[src/rtl/spi_sec_pkg.sv]
// Shared types and constants for the SPI-mode sector reader.
// Assumes byte-granular card traffic; all codes fit in 3 bits.
package spi_sec_pkg;

    localparam int SEC_W = 23;
    localparam logic [7:0] CMD_READ_ONE = 8'h51;
    localparam logic [7:0] DATA_TOKEN   = 8'hFE;
    localparam logic [7:0] FILL_BYTE    = 8'hFF;
    localparam int FRAME_BYTES = 6;
    localparam int TAIL_BYTES  = 3;

    typedef enum logic [2:0] {
        ERR_NONE    = 3'd0,
        ERR_CMD     = 3'd1,
        ERR_TIMEOUT = 3'd2,
        ERR_BUSY    = 3'd3,
        ERR_PENDING = 3'd4
    } err_e;

    typedef enum logic [3:0] {
        PH_IDLE,
        PH_SEL_PRE,
        PH_SEL_POLL,
        PH_CMD,
        PH_RESP,
        PH_TOKEN,
        PH_DATA,
        PH_TAIL,
        PH_DSEL_LO,
        PH_DSEL_HI
    } phase_e;

endpackage

[src/rtl/spi_sec_shifter.sv]
// Byte shifter: moves one byte over SCLK/MOSI/MISO, most significant bit first.
// Each SCLK half-period lasts CLK_HALF system clocks. MISO is sampled at the
// clock edge that raises SCLK. MOSI is high and SCLK low while idle.
// Assumes go is only raised while the shifter is idle.
module spi_sec_shifter #(
    parameter int CLK_HALF = 125
) (
    input  logic       clk,
    input  logic       rst_n,
    input  logic       go,
    input  logic [7:0] tx_byte,
    input  logic       miso,
    output logic       sclk,
    output logic       mosi,
    output logic       done,
    output logic [7:0] rx_byte
);
    localparam int DIV_W = (CLK_HALF > 1) ? $clog2(CLK_HALF) : 1;
    localparam logic [DIV_W-1:0] DIV_LAST = DIV_W'(CLK_HALF - 1);

    logic             active_q;
    logic             sclk_q;
    logic             mosi_q;
    logic             done_q;
    logic [7:0]       tx_q;
    logic [7:0]       rx_q;
    logic [2:0]       bit_q;
    logic [DIV_W-1:0] div_q;

    // Purpose: run the half-period divider and the eight-bit shift.
    always_ff @(posedge clk) begin
        if (!rst_n) begin
            active_q <= 1'b0;
            sclk_q   <= 1'b0;
            mosi_q   <= 1'b1;
            done_q   <= 1'b0;
            tx_q     <= '0;
            rx_q     <= '0;
            bit_q    <= '0;
            div_q    <= '0;
        end else begin
            done_q <= 1'b0;
            if (!active_q) begin
                sclk_q <= 1'b0;
                mosi_q <= 1'b1;
                if (go) begin
                    active_q <= 1'b1;
                    tx_q     <= tx_byte;
                    mosi_q   <= tx_byte[7];
                    bit_q    <= '0;
                    div_q    <= '0;
                end
            end else if (div_q == DIV_LAST) begin
                div_q <= '0;
                if (!sclk_q) begin
                    sclk_q <= 1'b1;
                    rx_q   <= {rx_q[6:0], miso};
                end else begin
                    sclk_q <= 1'b0;
                    if (bit_q == 3'd7) begin
                        active_q <= 1'b0;
                        done_q   <= 1'b1;
                        mosi_q   <= 1'b1;
                    end else begin
                        bit_q  <= bit_q + 3'd1;
                        tx_q   <= {tx_q[6:0], 1'b0};
                        mosi_q <= tx_q[6];
                    end
                end
            end else begin
                div_q <= div_q + DIV_W'(1);
            end
        end
    end

    assign sclk    = sclk_q;
    assign mosi    = mosi_q;
    assign done    = done_q;
    assign rx_byte = rx_q;

endmodule

[src/rtl/spi_sec_frame.sv]
// Command frame builder: returns byte idx of the single-block read command
// for a sector. The address bytes carry the sector shifted left by one, so
// that together with the trailing zero byte the address is sector*512.
module spi_sec_frame
    import spi_sec_pkg::*;
(
    input  logic [SEC_W-1:0] sector,
    input  logic [2:0]       idx,
    output logic [7:0]       frame_byte
);
    logic [SEC_W:0] addr_hi;

    assign addr_hi = {sector, 1'b0};

    // Purpose: select the frame byte for the current index.
    always_comb begin
        unique case (idx)
            3'd0:    frame_byte = CMD_READ_ONE;
            3'd1:    frame_byte = addr_hi[23:16];
            3'd2:    frame_byte = addr_hi[15:8];
            3'd3:    frame_byte = addr_hi[7:0];
            3'd4:    frame_byte = 8'h00;
            default: frame_byte = 8'h01;
        endcase
    end

endmodule

[src/rtl/spi_sec_seq.sv]
// Read sequencer: walks select, command, response, token, data, tail and
// deselect, one shifter byte at a time. Owns chip select, the polling
// bounds and the result code. Assumes the shifter reports each byte with
// a one-cycle done and is idle in the following cycle.
module spi_sec_seq
    import spi_sec_pkg::*;
#(
    parameter int SECTOR_BYTES = 512,
    parameter int BUSY_TRIES   = 65535,
    parameter int RESP_TRIES   = 255,
    parameter int TOKEN_TRIES  = 65536
) (
    input  logic             clk,
    input  logic             rst_n,
    input  logic             start,
    input  logic [SEC_W-1:0] sector,
    input  logic             halt,
    input  logic             x_done,
    input  logic [7:0]       x_rx,
    input  logic [7:0]       cmd_byte,
    output logic             x_go,
    output logic [7:0]       x_tx,
    output logic [2:0]       cmd_idx,
    output logic [SEC_W-1:0] sec_lat,
    output logic             cs_n,
    output logic             busy,
    output logic [7:0]       rd_data,
    output logic             rd_valid,
    output logic             done,
    output logic [2:0]       err
);
    localparam int M1 = (SECTOR_BYTES > BUSY_TRIES) ? SECTOR_BYTES : BUSY_TRIES;
    localparam int M2 = (RESP_TRIES > TOKEN_TRIES) ? RESP_TRIES : TOKEN_TRIES;
    localparam int M3 = (M1 > M2) ? M1 : M2;
    localparam int CNT_MAX = (M3 > 8) ? M3 : 8;
    localparam int CNT_W = $clog2(CNT_MAX + 1);

    localparam logic [CNT_W-1:0] BUSY_LAST  = CNT_W'(BUSY_TRIES - 1);
    localparam logic [CNT_W-1:0] RESP_LAST  = CNT_W'(RESP_TRIES - 1);
    localparam logic [CNT_W-1:0] TOKEN_LAST = CNT_W'(TOKEN_TRIES - 1);
    localparam logic [CNT_W-1:0] DATA_LAST  = CNT_W'(SECTOR_BYTES - 1);
    localparam logic [CNT_W-1:0] FRAME_LAST = CNT_W'(FRAME_BYTES - 1);
    localparam logic [CNT_W-1:0] TAIL_LAST  = CNT_W'(TAIL_BYTES - 1);

    phase_e           st_q, st_d;
    logic [CNT_W-1:0] cnt_q, cnt_d;
    err_e             err_q, err_d;
    logic             wait_q;
    logic             drop_q;
    logic             cs_n_q;
    logic             done_q;
    logic             rdv_q;
    logic [7:0]       rdd_q;
    logic [SEC_W-1:0] sec_q;
    logic             fin;
    logic             deliver;

    // Purpose: decide the next phase, counter and result from each finished byte.
    always_comb begin
        st_d    = st_q;
        cnt_d   = cnt_q;
        err_d   = err_q;
        fin     = 1'b0;
        deliver = 1'b0;
        if (st_q == PH_IDLE) begin
            if (start) begin
                st_d  = PH_SEL_PRE;
                cnt_d = '0;
                err_d = ERR_NONE;
            end
        end else if (x_done) begin
            unique case (st_q)
                PH_SEL_PRE: begin
                    st_d  = PH_SEL_POLL;
                    cnt_d = '0;
                end
                PH_SEL_POLL: begin
                    if (x_rx == FILL_BYTE) begin
                        st_d  = PH_CMD;
                        cnt_d = '0;
                    end else if (cnt_q == BUSY_LAST) begin
                        err_d = ERR_BUSY;
                        st_d  = PH_DSEL_LO;
                    end else begin
                        cnt_d = cnt_q + CNT_W'(1);
                    end
                end
                PH_CMD: begin
                    if (cnt_q == FRAME_LAST) begin
                        st_d  = PH_RESP;
                        cnt_d = '0;
                    end else begin
                        cnt_d = cnt_q + CNT_W'(1);
                    end
                end
                PH_RESP: begin
                    if (!x_rx[7] || cnt_q == RESP_LAST) begin
                        cnt_d = '0;
                        if (x_rx != 8'h00) begin
                            err_d = ERR_CMD;
                            st_d  = PH_DSEL_LO;
                        end else begin
                            st_d = PH_TOKEN;
                        end
                    end else begin
                        cnt_d = cnt_q + CNT_W'(1);
                    end
                end
                PH_TOKEN: begin
                    if (x_rx == DATA_TOKEN) begin
                        st_d  = PH_DATA;
                        cnt_d = '0;
                    end else if (cnt_q == TOKEN_LAST) begin
                        err_d = ERR_TIMEOUT;
                        st_d  = PH_DSEL_LO;
                    end else begin
                        cnt_d = cnt_q + CNT_W'(1);
                    end
                end
                PH_DATA: begin
                    deliver = !(drop_q || halt);
                    if (cnt_q == DATA_LAST) begin
                        st_d  = PH_TAIL;
                        cnt_d = '0;
                    end else begin
                        cnt_d = cnt_q + CNT_W'(1);
                    end
                end
                PH_TAIL: begin
                    if (cnt_q == TAIL_LAST) begin
                        st_d = PH_DSEL_LO;
                    end else begin
                        cnt_d = cnt_q + CNT_W'(1);
                    end
                end
                PH_DSEL_LO: st_d = PH_DSEL_HI;
                PH_DSEL_HI: begin
                    st_d = PH_IDLE;
                    fin  = 1'b1;
                end
                default: st_d = PH_IDLE;
            endcase
        end
    end

    // Purpose: register phase, counters, select line and consumer outputs.
    always_ff @(posedge clk) begin
        if (!rst_n) begin
            st_q   <= PH_IDLE;
            cnt_q  <= '0;
            err_q  <= ERR_NONE;
            wait_q <= 1'b0;
            drop_q <= 1'b0;
            cs_n_q <= 1'b1;
            done_q <= 1'b0;
            rdv_q  <= 1'b0;
            rdd_q  <= '0;
            sec_q  <= '0;
        end else begin
            st_q   <= st_d;
            cnt_q  <= cnt_d;
            err_q  <= err_d;
            done_q <= fin;
            rdv_q  <= deliver;
            cs_n_q <= (st_d == PH_IDLE) || (st_d == PH_SEL_PRE) || (st_d == PH_DSEL_HI);
            if (x_go) begin
                wait_q <= 1'b1;
            end else if (x_done) begin
                wait_q <= 1'b0;
            end
            if (deliver) begin
                rdd_q <= x_rx;
            end
            if (st_q == PH_IDLE && start) begin
                sec_q  <= sector;
                drop_q <= 1'b0;
            end else if (st_q != PH_IDLE && halt) begin
                drop_q <= 1'b1;
            end
        end
    end

    assign x_go     = (st_q != PH_IDLE) && !wait_q;
    assign x_tx     = (st_q == PH_CMD) ? cmd_byte : FILL_BYTE;
    assign cmd_idx  = cnt_q[2:0];
    assign sec_lat  = sec_q;
    assign cs_n     = cs_n_q;
    assign busy     = (st_q != PH_IDLE);
    assign rd_data  = rdd_q;
    assign rd_valid = rdv_q;
    assign done     = done_q;
    assign err      = err_q;

endmodule

[src/rtl/spi_sector_reader.sv]
// Top of the SPI-mode sector reader. Joins the sequencer, the command frame
// builder and the byte shifter, and answers a start that arrives during a
// read with a pending result. A refusal that collides with the read's own
// done pulse is held and reported in the next cycle.
module spi_sector_reader
    import spi_sec_pkg::*;
#(
    parameter int CLK_HALF     = 125,
    parameter int SECTOR_BYTES = 512,
    parameter int BUSY_TRIES   = 65535,
    parameter int RESP_TRIES   = 255,
    parameter int TOKEN_TRIES  = 65536
) (
    input  logic        clk,
    input  logic        rst_n,
    input  logic        start,
    input  logic [22:0] sector,
    input  logic        halt,
    input  logic        miso,
    output logic        cs_n,
    output logic        sclk,
    output logic        mosi,
    output logic [7:0]  rd_data,
    output logic        rd_valid,
    output logic        done,
    output logic [2:0]  err
);
    logic             x_go;
    logic             x_done;
    logic [7:0]       x_tx;
    logic [7:0]       x_rx;
    logic [7:0]       cmd_byte;
    logic [2:0]       cmd_idx;
    logic [SEC_W-1:0] sec_lat;
    logic             seq_busy;
    logic             seq_done;
    logic [2:0]       seq_err;
    logic             rej_q;

    spi_sec_seq #(
        .SECTOR_BYTES (SECTOR_BYTES),
        .BUSY_TRIES   (BUSY_TRIES),
        .RESP_TRIES   (RESP_TRIES),
        .TOKEN_TRIES  (TOKEN_TRIES)
    ) u_seq (
        .clk      (clk),
        .rst_n    (rst_n),
        .start    (start),
        .sector   (sector),
        .halt     (halt),
        .x_done   (x_done),
        .x_rx     (x_rx),
        .cmd_byte (cmd_byte),
        .x_go     (x_go),
        .x_tx     (x_tx),
        .cmd_idx  (cmd_idx),
        .sec_lat  (sec_lat),
        .cs_n     (cs_n),
        .busy     (seq_busy),
        .rd_data  (rd_data),
        .rd_valid (rd_valid),
        .done     (seq_done),
        .err      (seq_err)
    );

    spi_sec_frame u_frame (
        .sector     (sec_lat),
        .idx        (cmd_idx),
        .frame_byte (cmd_byte)
    );

    spi_sec_shifter #(
        .CLK_HALF (CLK_HALF)
    ) u_shift (
        .clk     (clk),
        .rst_n   (rst_n),
        .go      (x_go),
        .tx_byte (x_tx),
        .miso    (miso),
        .sclk    (sclk),
        .mosi    (mosi),
        .done    (x_done),
        .rx_byte (x_rx)
    );

    // Purpose: hold a refused start until the done channel is free.
    always_ff @(posedge clk) begin
        if (!rst_n) begin
            rej_q <= 1'b0;
        end else begin
            rej_q <= (start && seq_busy) || (rej_q && seq_done);
        end
    end

    assign done = seq_done || rej_q;
    assign err  = seq_done ? seq_err : (rej_q ? ERR_PENDING : ERR_NONE);

endmodule

[config.mk]
export PLATFORM = sky130hd
export DESIGN_NAME = spi_sector_reader
export DESIGN_NICKNAME = d
export VERILOG_FILES = /design/src/rtl/spi_sec_pkg.sv /design/src/rtl/spi_sec_shifter.sv /design/src/rtl/spi_sec_frame.sv /design/src/rtl/spi_sec_seq.sv /design/src/rtl/spi_sector_reader.sv
export SDC_FILE = /design/constraint.sdc
export NUM_CORES = 1
export LEC_CHECK = 0
export BUFFER_PORTS_ARGS = -buffer_cell sky130_fd_sc_hd__buf_2
export CORE_ASPECT_RATIO = 0.7
export CORE_UTILIZATION = 59
export DETAILED_ROUTE_END_ITERATION = 12
export PLACE_DENSITY = 0.89
export SLEW_MARGIN = 20
export SYNTH_ARGS = -nofsm -noshare
export SYNTH_HDL_FRONTEND = slang
export SYNTH_SLANG_ARGS = --single-unit
[constraint.sdc]
create_clock -name clk -period 3.1 [get_ports clk]
set_input_delay 0.62 -clock clk [delete_from_list [all_inputs] [get_ports clk]]
set_output_delay 0.62 -clock clk [all_outputs]
set_load 0.02 [all_outputs]
# [Yosys cells after proc, flatten, opt, wreduce, memory -nomap -nowiden]
# Index checks and enable logic that the tools add are counted.
# Widths: inputs -> output; s select.
[totals] in_bits=28 latchBits=0 output_inout_bits=16 n_memories=0 register_bits=90 mem_bits_rw=0 elab_cells=166 romBits=0
[op_classes] n_div=0 n_mux=70 bitwise=3 magnitude_cmp=0 shifts=0 add_sub_neg=3 n_eq_ne=38 n_reduce_logical=33 multipliers=0
[ops] operator="$mux 17" count=11
[ops] operator="$pmux 17 s7" count=1
[ops] operator="$mux 7" count=8
[ops] operator="$mux 3" count=16
[ops] operator="$mux 4" count=12
[ops] operator="$pmux 8 s5" count=1
[ops] operator="$eq 17x16->1 const B" count=2
[ops] operator="$pmux 4 s8" count=1
[ops] operator="$mux 1" count=18
[ops] operator="$add 17x1->17 const B" count=1
[ops] operator="$eq 17x2->1 const B" count=1
[ops] operator="$eq 17x3->1 const B" count=1
[ops] operator="$eq 17x8->1 const B" count=1
[ops] operator="$eq 17x9->1 const B" count=1
[ops] operator="$eq 4x3->1 const B" count=4
[ops] operator="$eq 8x8->1 const B" count=2
[ops] operator="$reduce_bool 8->1" count=2
[ops] operator="$eq 4x4->1 const B" count=3
[ops] operator="$ne 3x1->1 const B" count=4
[ops] operator="$ne 3x2->1 const B" count=3
[ops] operator="$pmux 3 s3" count=1
[ops] operator="$reduce_and 9->1" count=1
[ops] operator="$eq 4x1->1 const B" count=2
[ops] operator="$eq 4x2->1 const B" count=2
[ops] operator="23 further kinds" count=48

# [Logic depth before layout (Yosys ltp)]
[logic_depth] depth_word=9 mapped_depth=12 ltp_nobuf=10

# [Modules after synthesis]
# From an unflattened synthesis, not the netlist that was laid out.
[unflattened] hier_cells=572 hier_area_um2=4793.3
[by_module_without_submodules] module="spi_sec_seq" seq_area_each_um2=1181.1 cells_each=369 n_inst=1 area_per_inst_um2=2985.4
[by_module_without_submodules] module="spi_sec_shifter" seq_area_each_um2=580.6 cells_each=165 n_inst=1 area_per_inst_um2=1476.4
[by_module_without_submodules] module="spi_sec_frame" seq_area_each_um2=0.0 cells_each=31 n_inst=1 area_per_inst_um2=261.5
[by_module_without_submodules] module="spi_sector_reader" seq_area_each_um2=20.0 cells_each=7 n_inst=1 area_per_inst_um2=70.1

# [Worst setup path after synthesis]
# OpenSTA, ideal clock, no wires.
[synth_path] path_type="reg-to-reg" from="register u_seq.cnt_q[2]" to="register u_seq.cnt_q[7]" period_less_slack_ns=2.813 path_slack_ns=0.287 setup_time_ns=0.066 required_time_ns=3.034 arrival_time_ns=2.747 stages_incl_launch_ff=13 n_path_buf=4 cell_sequence="dfxtp_1 -> clkbuf_1 -> clkbuf_1 -> nand3_1 -> nor2_1 -> and3_1 -> ha_1 -> a32o_1 -> buf_2 -> or3_4 -> buf_6 -> or4_4 -> a21oi_2"
[synth_via] elab_chain_len=6 word_cells_on_any_way=23 cone_classes="add/sub: 1; eq/ne: 9; mux: 11; reduce/logical: 2"
[synth_lines] item="start: declaration" line_no="spi_sec_seq.sv:46" text="logic [CNT_W-1:0] cnt_q, cnt_d;"
[synth_lines] item="start signal: assignment" line_no="spi_sec_seq.sv:161" text="cnt_q <= cnt_d;"
[synth_lines] item="$add 17x1->17 or $eq 17x8->1 (tied branches)"
[synth_lines] item="$mux 17, or another cell as far along" line_no="spi_sec_seq.sv:113" text="end else if (cnt_q == TOKEN_LAST) begin"
[synth_lines] item="$mux 17 (on tied branches)" line_no="spi_sec_seq.sv:110, spi_sec_seq.sv:78, spi_sec_seq.sv:97"
[synth_lines] item="$pmux 17 s7" line_no="spi_sec_seq.sv:72" text="unique case (st_q)"
[synth_lines] item="$mux 17" line_no="spi_sec_seq.sv:71" text="end else if (x_done) begin"
[synth_lines] item="$mux 17" line_no="spi_sec_seq.sv:65" text="if (st_q == PH_IDLE) begin"
# Several ways; a longest one is shown, not always the timed one. The select of a mux whose other input is x is not followed.
# A chain may end at the register's enable or synchronous reset.

# [Worst setup path after layout]
[layout_path] from="register u_seq.cnt_q[0]" to="register u_seq.cnt_q[9]"
# The elaborated chain is that of the path after synthesis.

==> metrics.md <==
| Metric | Value |
|---|---|
| WL final | 10800 um |
| Post-synthesis mux area share | under 10% |
| Complex-gate fraction of the synthesized area | 19.1% |
| Crit path DAT | 3170 ps |
| Clock latency at the later pin of the worst-skew pair | 360 ps |
| P&R area growth vs syn | 10.2% |
| Status | completed |
| Postcts setup bufs | 0 |
| ANT nets after route | 0 |
| # DRC | 0 |
| Hold Crit Class | reg2reg |
| Initial antenna violation count | 0 |
| Flop2flop setup slack | 230 ps |
| Slew Viols, Final | 0 |
| Max Freq | 348 MHz |
| WP data required | between 3000 and 4000 ps |
| Count of state elements after synthesis | just under 90 |
| Largest family of logic cells by synthesized area | simple AND/OR/NAND/NOR gates |
| Slew HR | 42.5% |
| Unrepaired setup endpoints after global routing | false |
| Synth Area in Adders | 2.76% |
| I/O Pins | 44 |
| Synth async-reset ratio | 0% |
| Worst hold slack | approximately 460 ps |
| Row count | 26 |
| Vias in the first global route | 3669 |
| Initial detailed-routing violation count | 357 |
| DIE AREA | 0.00805 mm^2 |
| Clock transition at path regs | 90 ps |
| Via count | between 4000 and 5000 |
| Setup violators final | 0 |
| FILL cells | 605 |
| Startpoint type of the worst setup path | register |
| EDFF count, synth | 0 |
| CTS H-tree depth | 3 |
| Initial core utilization | 61.7% |
| Main synth FF type | dfxtp_1 |
| TNS Setup | 0 ps |
| Hold wc startpoint | u_shift.tx_q[2] |
| Via density per instance | just over 6 |
| Post-Syn Area | around 0.0045 mm^2 |
| Reg area | 0.00178 mm^2 |
| Met1 usage | between 30% and 40% |
| Count of cell types in the netlist | 68 |
| Port Buffers | 43 |
| Tcrit/Tclk final | between 90% and 100% |
| Hold-fix buffers, CTS | 0 |
| Synth Area in Simple Gates | ~28% |
| Maxcap violations | 0 |
| VDD IR-drop max | 0.291 mV |
| Gpl congestion | around 0.96 |
| Total gr overflow | 0 |
| Top cells by area, synth | dfxtp_1 39%, nand2_1 7.0%, a21oi_1 5.6% |
| LEAKAGE | 1.88 nW |
| Die H | between 70 and 80 um |
| CTS tree | built |
| Core area | 0.00735 mm^2 |
| GR Layer Usage met3 | 5.22% |
| Slew at the pin closest to its max-slew limit | 859 ps |
| Max Root-Sink Buffers | 2 |
| Area leader, netlist | dfxtp_1 |
| CTS Buf Count | 9 |
| Crit path kind | reg2reg |
| Critical Path End Type | register |
| Layout cells sized above 1 | 15.3% |
| Clock Skew | around 7.4 ps |
| Cell Pwr Density | ~460 mW/mm^2 |
| Final #Nets | 628 |
| R2R Path End | u_seq.cnt_q[9] |
| Multi-input logic area | 0.00251 mm^2 |
| Sequential element share of the synthesized area | 39.3% |
| Ys Warns | 0 |
| Fin crit period | 2870 ps |
| Synthesized instance count | 561 |
| Yosys top cell area share | 39.3% |
| CP max FO | 14 |
| Final Hold Viols | 0 |
| Fin cells | 693 |
| Worst hold endpoint | u_shift.tx_q[2] |
| Drt pass-1 iters | 5 |
| Cells after DPL | just under 700 |
| Met2 Track Usage GR | 43.9% |
| First-pass GRT wire length | 17300 um |
| Syn avg cell area | 8.08 um^2 |
| Post-DR wirelength/cell | 15.6 um |
| Root Driver | clkbuf_8 |
| Final core utilization | 68.0% |
| XOR/XNOR share of the synthesized area | 1.74% |
| Die width | 107 um |
| Total clock sinks | 89 |
| Cells on worst reg2reg path | 9 |
| Hold path depth | 2 |
| DP HPWL | 7630 um |
| Gr busiest metal | met2 |
| Largest net degree at the start of global routing | 42 |
| Total Routing Usage GR | 27.5% |
| Critical R2R Launch | u_seq.cnt_q[0] |
| ANT cells | 0 |
| Cts repair resizes | 0 |
| Post-synthesis net count | between 500 and 600 |
[flip-flops by register name, summed over array words and instances (netlist names)]
signal and flops:
rej_q 1, u_seq.cnt_q 17, u_seq.cs_n 1, u_seq.done 1
u_seq.drop_q 1, u_seq.err 2, u_seq.rd_data 8, u_seq.rd_valid 1
u_seq.sec_lat 23, u_seq.st_q 4, u_seq.wait_q 1, u_shift.active_q 1
u_shift.bit_q 3, u_shift.div_q 7, u_shift.done 1, u_shift.mosi 1
u_shift.rx_byte 8, u_shift.sclk 1, u_shift.tx_q 7
[layout by cell type, fill, tap and decap left out, drive strengths merged, types with 7 or more instances in the layout]
cell type	n
ha	10
inv	17
nor2	68
and3	7
or4	11
o21ai	18
a21oi	52
nor3	9
clkbuf	10
xnor2	9
nand2	85
nand2b	7
buf	57
o31ai	7
dfxtp	89
nand4	8
mux2i	16
nor4	13
nand3	12
[area by class of cell]
class	count	share of cell area [%]
Multi-Input combinational cell	418	50.3
Timing Repair Buffer	57	6.41
Clock inverter	6	1.30
Sequential cell	89	35.6
Tap cell	98	2.45
Clock buffer	10	2.75
Inverter	15	1.13
[worst max-delay path, stage by stage (launching register included)]
cell and delay, ps:
dfxtp_1 390, ha_1 280, nand3_1 170, nor2_1 130, and3_1 200, ha_1 230
a32o_1 250, or3_4 490, or4_1 520, a21oi_1 150
[per-stage QoR]
step | worst slack (ps) | power, mW | area (um^2)
5_1_grt | 107 | 2.38 | 5000
2_1_floorplan | 287 | 1.42 | 4530
3_5_place_dp | 252 | 1.49 | 4800
3_3_place_gp | 379 | 1.48 | 4800
6_report | 226 | 2.29 | 5000
4_1_cts | 230 | 2.30 | 5000
[cells by family (layout without fill, tap and decap cells)]
kind of cell             after synthesis  after routing
flip-flops                            89             89
AND/OR/NAND/NOR                      251            251
AO/OA/AOI/OAI                        132            132
buffers and inverters                 54             88
adder cells (fa/ha/maj)               10             10
XOR/XNOR                               9              9
multiplexers                          16             16
[metal layers]
metal,vias to the layer above,part of all wire (%),routed length (um)
met5,-,0,0
met4,0,1.9,206
met3,22,8.0,860
met2,185,45,4910
met1,1959,45,4830
li1,2070,-,-
[synthesized netlist by cell type, types with 2 or more instances]
| library cell | number |
|---|---|
| nand4_1 | 8 |
| a31oi_1 | 6 |
| or4_4 | 3 |
| o22ai_1 | 3 |
| dfxtp_1 | 89 |
| o311ai_0 | 4 |
| and3_1 | 7 |
| nand2b_1 | 7 |
| nand2_1 | 84 |
| o31ai_1 | 7 |
| o211ai_1 | 3 |
| buf_2 | 7 |
| a221oi_1 | 6 |
| buf_6 | 3 |
| nand3b_1 | 2 |
| nand3_1 | 12 |
| nor3_1 | 8 |
| o21ai_0 | 17 |
| and2_1 | 5 |
| xnor2_1 | 9 |
| a222oi_1 | 5 |
| or4_1 | 8 |
| a22oi_1 | 4 |
| or3_1 | 3 |
| nor2_1 | 68 |
| nor4b_1 | 3 |
| nor4_1 | 11 |
| ha_1 | 10 |
| clkbuf_1 | 28 |
| a21oi_1 | 51 |
| nor2b_1 | 4 |
| mux2i_1 | 16 |
| a211oi_1 | 4 |
| inv_1 | 15 |
| a311oi_1 | 2 |
| nand4b_1 | 3 |
| a21o_1 | 3 |
| o2111ai_1 | 2 |
| and4_1 | 2 |
[worst max path at each step]
stage	startpoint	endpoint	slack, ps
6_report	u_seq.cnt_q[0]	u_seq.cnt_q[9]	230
3_3_place_gp	u_seq.cnt_q[0]	u_seq.cnt_q[15]	380
2_1_floorplan	u_seq.cnt_q[2]	u_seq.cnt_q[7]	290
4_1_cts	u_seq.cnt_q[0]	u_seq.cnt_q[9]	230
5_1_grt	u_seq.cnt_q[0]	u_seq.cnt_q[9]	110
3_5_place_dp	u_seq.cnt_q[0]	u_seq.cnt_q[9]	250
[report_power, final]
| part | internal (mW) | switching [mW] |
|---|---|---|
| combinational | 0.0939 | 0.156 |
| clock | 0.398 | 0.426 |
| sequential | 1.19 | 0.0317 |
Note: power is estimated with default switching activity, not from simulation.
